[config.mk]
export PLATFORM = sky130hd
export DESIGN_NAME = sar_conv_ctrl
export DESIGN_NICKNAME = d
export VERILOG_FILES = /design/src/rtl/sar_ctrl_pkg.sv /design/src/rtl/sar_start_detect.sv /design/src/rtl/sar_mode_decode.sv /design/src/rtl/sar_phase_timer.sv /design/src/rtl/sar_conv_ctrl.sv
export SDC_FILE = /design/constraint.sdc
export NUM_CORES = 1
export LEC_CHECK = 0
export ABC_AREA = 1
export BUFFER_PORTS_ARGS = -buffer_cell sky130_fd_sc_hd__buf_2
export CAP_MARGIN = 20
export CORE_ASPECT_RATIO = 1.5
export CORE_UTILIZATION = 30
export DETAILED_ROUTE_END_ITERATION = 7
export PLACE_DENSITY = 0.62
export SKIP_LAST_GASP = 1
export SYNTH_ARGS = -nofsm -noshare
export SYNTH_HDL_FRONTEND = slang
export SYNTH_SLANG_ARGS = --single-unit
[constraint.sdc]
create_clock -name clk -period 3.3 [get_ports clk]
set_input_delay 0.66 -clock clk [delete_from_list [all_inputs] [get_ports clk]]
set_output_delay 0.66 -clock clk [all_outputs]
set_load 0.05 [all_outputs]
[src/rtl/sar_ctrl_pkg.sv]
package sar_ctrl_pkg;

    typedef enum logic [1:0] {
        ST_IDLE = 2'd0,
        ST_CONV = 2'd1,
        ST_ACQ  = 2'd2
    } sar_state_t;

    typedef enum logic [1:0] {
        MODE_NORMAL  = 2'd0,
        MODE_WARP    = 2'd1,
        MODE_IMPULSE = 2'd2
    } sar_mode_t;

endpackage

[src/rtl/sar_start_detect.sv]
module sar_start_detect (
    input  logic clk,
    input  logic rst,
    input  logic start_n,
    output logic start_fall
);

    logic start_q;

    // Cleared on reset: a level held low out of reset must be seen high first.
    always_ff @(posedge clk or posedge rst) begin
        if (rst) begin
            start_q <= 1'b0;
        end else begin
            start_q <= start_n;
        end
    end

    assign start_fall = start_q & ~start_n;

endmodule

[src/rtl/sar_mode_decode.sv]
module sar_mode_decode
    import sar_ctrl_pkg::*;
#(
    parameter int CNT_W        = 4,
    parameter int CONV_NORMAL  = 12,
    parameter int CONV_WARP    = 8,
    parameter int CONV_IMPULSE = 14
) (
    input  logic             warp_sel,
    input  logic             impulse_sel,
    output sar_mode_t        mode,
    output logic [CNT_W-1:0] conv_last
);

    localparam logic [CNT_W-1:0] LAST_NORMAL  = CNT_W'(CONV_NORMAL - 1);
    localparam logic [CNT_W-1:0] LAST_WARP    = CNT_W'(CONV_WARP - 1);
    localparam logic [CNT_W-1:0] LAST_IMPULSE = CNT_W'(CONV_IMPULSE - 1);

    always_comb begin
        unique case ({warp_sel, impulse_sel})
            2'b10:   mode = MODE_WARP;
            2'b01:   mode = MODE_IMPULSE;
            default: mode = MODE_NORMAL;
        endcase
    end

    always_comb begin
        unique case (mode)
            MODE_WARP:    conv_last = LAST_WARP;
            MODE_IMPULSE: conv_last = LAST_IMPULSE;
            default:      conv_last = LAST_NORMAL;
        endcase
    end

endmodule

[src/rtl/sar_phase_timer.sv]
module sar_phase_timer #(
    parameter int CNT_W = 4
) (
    input  logic             clk,
    input  logic             rst,
    input  logic             load,
    input  logic [CNT_W-1:0] load_val,
    output logic             expired
);

    logic [CNT_W-1:0] cnt;

    always_ff @(posedge clk or posedge rst) begin
        if (rst) begin
            cnt <= '0;
        end else if (load) begin
            cnt <= load_val;
        end else if (cnt != '0) begin
            cnt <= cnt - 1'b1;
        end
    end

    assign expired = (cnt == '0);


    timer_rest_chk: assert property (@(posedge clk) disable iff (rst)
        (expired && !load) |=> expired);

endmodule

[src/rtl/sar_conv_ctrl.sv]
module sar_conv_ctrl
    import sar_ctrl_pkg::*;
#(
    parameter int RES_W        = 16,
    parameter int CONV_NORMAL  = 12,
    parameter int CONV_WARP    = 8,
    parameter int CONV_IMPULSE = 14,
    parameter int ACQ_CYC      = 4
) (
    input  logic             clk,
    input  logic             rst,
    input  logic             start_n,
    input  logic             warp_sel,
    input  logic             impulse_sel,
    input  logic             pwr_down,
    input  logic [RES_W-1:0] result_in,
    output logic             busy,
    output logic             acquiring,
    output logic [RES_W-1:0] data_out,
    output logic             done_stb
);

    localparam int MAX_CONV = (CONV_NORMAL > CONV_WARP)
                            ? ((CONV_NORMAL > CONV_IMPULSE) ? CONV_NORMAL : CONV_IMPULSE)
                            : ((CONV_WARP > CONV_IMPULSE) ? CONV_WARP : CONV_IMPULSE);
    localparam int MAX_LEN  = (MAX_CONV > ACQ_CYC) ? MAX_CONV : ACQ_CYC;
    localparam int CNT_W    = $clog2(MAX_LEN + 1);
    localparam logic [CNT_W-1:0] ACQ_LAST = CNT_W'(ACQ_CYC - 1);

    sar_state_t       state, state_nx;
    sar_mode_t        mode;
    logic [CNT_W-1:0] conv_last;
    logic [CNT_W-1:0] tmr_val;
    logic             tmr_load, tmr_expired;
    logic             start_fall, latch_now;
    logic [RES_W-1:0] data_q;

    sar_start_detect u_start (
        .clk        (clk),
        .rst        (rst),
        .start_n    (start_n),
        .start_fall (start_fall)
    );

    sar_mode_decode #(
        .CNT_W        (CNT_W),
        .CONV_NORMAL  (CONV_NORMAL),
        .CONV_WARP    (CONV_WARP),
        .CONV_IMPULSE (CONV_IMPULSE)
    ) u_mode (
        .warp_sel    (warp_sel),
        .impulse_sel (impulse_sel),
        .mode        (mode),
        .conv_last   (conv_last)
    );

    sar_phase_timer #(
        .CNT_W (CNT_W)
    ) u_timer (
        .clk      (clk),
        .rst      (rst),
        .load     (tmr_load),
        .load_val (tmr_val),
        .expired  (tmr_expired)
    );

    // State register
    always_ff @(posedge clk or posedge rst) begin
        if (rst) begin
            state <= ST_IDLE;
        end else begin
            state <= state_nx;
        end
    end

    // Transitions
    always_comb begin
        state_nx  = state;
        tmr_load  = 1'b0;
        tmr_val   = conv_last;
        latch_now = 1'b0;
        unique case (state)
            ST_IDLE: begin
                if (start_fall && !pwr_down) begin
                    state_nx = ST_CONV;
                    tmr_load = 1'b1;
                end
            end
            ST_CONV: begin
                if (tmr_expired) begin
                    state_nx  = ST_ACQ;
                    tmr_load  = 1'b1;
                    tmr_val   = ACQ_LAST;
                    latch_now = 1'b1;
                end
            end
            ST_ACQ: begin
                if (tmr_expired) begin
                    if (mode == MODE_IMPULSE && !start_n && !pwr_down) begin
                        state_nx = ST_CONV;
                        tmr_load = 1'b1;
                    end else begin
                        state_nx = ST_IDLE;
                    end
                end
            end
            default: state_nx = ST_IDLE;
        endcase
    end

    // Outputs decoded from state
    always_comb begin
        busy      = (state == ST_CONV);
        acquiring = (state == ST_ACQ);
    end

    always_ff @(posedge clk or posedge rst) begin
        if (rst) begin
            done_stb <= 1'b0;
        end else begin
            done_stb <= latch_now;
        end
    end

    // Result register is left out of reset so that an abort keeps the last word.
    always_ff @(posedge clk) begin
        if (latch_now) begin
            data_q <= result_in;
        end
    end

    assign data_out = data_q;


    stb_after_busy_chk: assert property (@(posedge clk) disable iff (rst)
        done_stb |-> (!busy && $past(busy)));


    pd_no_start_chk: assert property (@(posedge clk) disable iff (rst)
        $rose(busy) |-> !$past(pwr_down));


    restart_mode_chk: assert property (@(posedge clk) disable iff (rst)
        ($rose(busy) && $past(acquiring)) |->
            ($past(impulse_sel) && !$past(warp_sel) && !$past(start_n)));


    data_hold_chk: assert property (@(posedge clk) disable iff (rst)
        (!done_stb && !$isunknown($past(data_out))) |-> $stable(data_out));

endmodule

**After elaboration in Yosys (flattened, before gate mapping)**

Index checks and enable logic that the tools add are counted.

- Flip-flop bits (word level): 24
- Input port bits: 22
- Logic and storage cells: 44
- Output and inout bits: 19

- Muxes and demuxes: 17
- Bitwise logic cells: 2
- Add/subtract/negate cells: 1
- Reductions and logical operators: 10
- Equality and inequality tests: 9

Operators with widths:

| operator | count |
|---|---|
| $mux 4 | 4 |
| $pmux 4 s2 | 1 |
| $eq 2x1->1 const B | 3 |
| $eq 2x2->1 const B | 3 |
| $mux 1 | 6 |
| $mux 2 | 3 |
| $pmux 2 s3 | 1 |
| $logic_not 4->1 | 1 |
| $ne 2x1->1 const B | 2 |
| $pmux 2 s2 | 1 |
| $reduce_bool 4->1 | 1 |
| $sub 4x1->4 const B | 1 |
| $logic_and 1x1->1 | 3 |
| $pmux 1 s3 | 1 |
| $reduce_and 3->1 | 1 |
| $logic_not 1->1 | 2 |
| $logic_not 2->1 | 1 |
| $ne 2x2->1 const B | 1 |
| $reduce_bool 2->1 | 1 |
| $and 1x1->1 | 1 |
| $not 1->1 | 1 |

**Logic depth before layout (Yosys ltp)**

- Depth after elaboration: 9
- Mapped depth: 9
- Gate-level depth less buffers: 9

**Cells and area by module**

Synthesis repeated with hierarchy kept, for this count alone.

- Cells, all modules: 107
- Area, all modules: 1097.3 um^2

By module, submodules not included:

| module | seq. area each (um^2) | instances | cells each | area an instance (um^2) |
|---|---|---|---|---|
| sar_conv_ctrl | 555.5 | 1 | 54 | 719.4 |
| sar_phase_timer | 100.1 | 1 | 38 | 259.0 |
| sar_mode_decode | 0.0 | 1 | 11 | 80.1 |
| sar_start_detect | 25.0 | 1 | 4 | 38.8 |

**Worst setup path after synthesis**

OpenSTA, ideal clock, no wires.

- Kind: register to register
- Start point: register state[1]
- End point: register data_q[0], in the netlist data_out[0], enable pin
- Clock period less this slack: 1.845 ns
- Setup slack: 1.455 ns
- Cell stages (with the launch flop): 4
- Buffers on the path: 0
- Arrival: 1.472 ns
- Data required time: 2.927 ns
- Setup time: 0.373 ns
- Cells stage by stage: dfrtp_1 nor2_2 nand3_2 inv_1

- Longest elaborated chain between the ends: 2

RTL lines:

| what | RTL line | source |
|---|---|---|
| start: declaration | sar_conv_ctrl.sv:30 | `sar_state_t state, state_nx;` |
| start signal: assignment | sar_conv_ctrl.sv:72 | `state <= state_nx;` |
| $eq 2x1->1 | - |  |
| named net busy | sar_conv_ctrl.sv:17 | `output logic busy,` |
| $mux 1 | sar_conv_ctrl.sv:82 | `unique case (state)` |
| named net latch_now | sar_conv_ctrl.sv:35 | `logic start_fall, latch_now;` |
| end signal: assignment | sar_conv_ctrl.sv:128 | `data_q <= result_in;` |
| end: declaration | sar_conv_ctrl.sv:36 | `logic [RES_W-1:0] data_q;` |

The timed path passes the listed nets, and every way through them passes these cells.
A chain may end at the register's enable or synchronous reset.

**Worst setup path after layout**

- Start point: register state[1]
- End point: output acquiring

- Longest elaborated chain between the ends: 1

RTL lines:

| what | RTL line | source |
|---|---|---|
| $eq 2x2->1 | sar_conv_ctrl.sv:114 | `acquiring = (state == ST_ACQ);` |
| end: declaration | sar_conv_ctrl.sv:18 | `output logic acquiring,` |

Every way passes these cells.

==> metrics.md <==
| Metric | Value |
|---|---|
| Input/output buffers | `40` |
| WL per Instance | `10.43 µm` |
| # fillers | `311` |
| Pin count of the biggest net entering global routing | `20` |
| Peak VDD IR | `344.5 µV` |
| Layout cells sized above 1 | `46.03%` |
| Dpl ws | `1562 ps` |
| Max cap viols | `0` |
| Most common cell after layout, fill and taps aside | `buf_2` |
| Antenna diodes | `0` |
| Via count | `724` |
| Setup crit end kind | `output pin` |
| Final worst-path cycle share | `55.11%` |
| First-pass GRT wire length | `2960 µm` |
| Slew Limit Fails | `0` |
| DRT antenna net count | `0` |
| CP required | `2640 ps` |
| Final Hold Viols | `0` |
| CTS sink cnt | `24` |
| RSZ-0062 raised after global routing | `false` |
| Startpoint types | `register` |
| Setup TNS | `0 ps` |
| Yosys top cell by area | `edfxtp_1` |
| Hold Path Class | `input port to asynchronous set/reset pin` |
| Crit-path max FO | `3` |
| Post-Syn Area | `996.0 µm²` |
| Slew margin rel. | `58.18%` |
| CTS Buf Count | `3` |
| Clk_skew | `1.680 ps` |
| H-tree depth | `1` |
| Final min period | `1819 ps` |
| Die Area | `3559 µm²` |
| Lkg Pwr | `0.6013 nW` |
| Post-synthesis sequential area ratio | `68.34%` |
| Outcome | `complete, no violations` |
| Placer Congestion | `0.8677` |
| DPL Wire Length | `1443 µm` |
| Clock Latency Late Sink | `250 ps` |
| CTS Hold Buffers Added | `0` |
| Final wirelength | `1732 µm` |
| 1st-pass router iterations | `3` |
| Worst setup path class | `register to output pin` |
| Post-synth net total | `107` |
| #FFs+latches synth | `24` |
| Most frequent cells in the layout | `40 x buf_2, 16 x edfxtp_1, 11 x nor2_1` |
| Cell count after synthesis | `82` |
| Yosys warnings | `0` |
| Placed insts | `162` |
| Main area contributors after synthesis | `edfxtp_1 48%, dfrtp_1 20%, nor2_1 4.1%` |
| Chip height | `72.57 µm` |
| Synth Area per Inst | `12.15 µm²` |
| Number of global-route vias before repair | `712` |
| CTS Buffer Depth | `2` |
| Final Util | `40.87%` |
| Root Driver | `clkbuf_8` |
| Final Worst Setup Slack | `1481 ps` |
| Detailed Route Iter0 Violations | `9` |
| CTS tree | `yes` |
| Total track usage | `11.37%` |
| Achievable Freq | `0.5498 GHz` |
| Initial antenna violation count | `0` |
| Clock transition at path regs | `70 ps` |
| Gr ovfl total | `0` |
| Yosys top cell area share | `48.24%` |
| Slew @ Worst Pin | `626.7 ps` |
| Cts repair resizes | `0` |
| Layout Cells excl Fill | `166` |
| # nets final | `152` |
| Die W | `49.05 µm` |
| Final Power | `0.9305 mW` |
| Post-CTS repair timing setup buffer count | `0` |
| Core Box Area | `3159 µm²` |
| # rows | `25` |
| Area grow syn2layout | `29.65%` |
| Post-DR vias/cell | `4.361` |
| Post-route DRC violation count | `0` |
| Final setup vio count | `0` |
| Io pins | `41` |
| Netlist cell types | `21` |
| Initial Utilization | `31.52%` |
| P per Cell Area | `720.6 nW/µm²` |
| WP data arrival | `1160 ps` |
==> per-stage QoR <==
step	cell area, µm²	hold slack (ps)
floorplan	996.0	465.1
global placement	1246	480.9
detailed placement	1246	491.6
CTS	1291	374.3
global route	1291	371.6
finish	1291	362.0
==> synthesized netlist by cell type <==
| cell | count |
|---|---|
| nand3_2 | 1 |
| nor2_1 | 11 |
| nand3_1 | 4 |
| ha_1 | 3 |
| nor2_2 | 3 |
| nand2_2 | 3 |
| inv_2 | 5 |
| dfrtp_1 | 8 |
| nand3b_1 | 1 |
| inv_1 | 9 |
| xnor2_1 | 1 |
| xor2_1 | 1 |
| nand4_1 | 1 |
| nand2_4 | 1 |
| a21oi_1 | 2 |
| o22ai_1 | 1 |
| edfxtp_1 | 16 |
| nand2_1 | 6 |
| nor2_4 | 1 |
| o21ai_0 | 3 |
| a21oi_2 | 1 |
==> worst max-delay path: stages (launching register included) <==
cell,delay [ps]
dfrtp_1,410
inv_2,50
nor2_2,150
buf_2,290
==> state kept, by name, indices dropped and copies added (netlist names) <==
| signal | count |
|---|---|
| u_start.start_q | 1 |
| u_timer.cnt | 4 |
| data_out | 16 |
| done_stb | 1 |
| state | 2 |
==> cell type report <==
type / count / area (µm²) / share of cell area [%]
sequential: 24 / 680.7 / 52.71
clock inverter: 1 / 3.754 / 0.2907
multi-input combinational: 44 / 262.8 / 20.35
tap: 40 / 50.05 / 3.876
inverter: 14 / 52.55 / 4.070
clock buffer: 3 / 41.29 / 3.198
timing repair buffer: 40 / 200.2 / 15.50
==> cells by family after synthesis <==
group,after synthesis,synth area share [%]
simple gates,32,16.84
flops,24,68.34
buf+inv,14,5.276
compound gates,7,4.020
fa+ha+maj,3,3.769
xor+xnor,2,1.759
==> where the power goes <==
| group | switching (mW) | internal (mW) |
|---|---|---|
| Sequential | 0.0360 | 0.382 |
| Clock | 0.0804 | 0.0828 |
| Combinational | 0.238 | 0.111 |
| Total | 0.355 | 0.576 |
==> worst paths after layout <==
path | to | slack [ps] | depth (start not counted) | start
max in group asynchronous | u_timer.cnt[2] | 2690 | 2 | rst
worst max-delay path | acquiring | 1480 | 3 | state[1]
worst min-delay path | state[0] | 360 | 2 | rst
worst max register to register | u_timer.cnt[2] | 1630 | 7 | u_timer.cnt[0]
min in group clk | u_timer.cnt[0] | 500 | 2 | u_timer.cnt[0]
worst min register to register | u_timer.cnt[0] | 500 | 2 | u_timer.cnt[0]
==> per-layer routing <==
metal	track usage, %	share of wire [%]	vias up
met4	7.843	1.2	0
li1	-	-	359
met1	12.94	43	331
met5	0	0	-
met2	19.14	49	32
met3	2.292	7.2	2
Power figures use the tool's default switching activity.
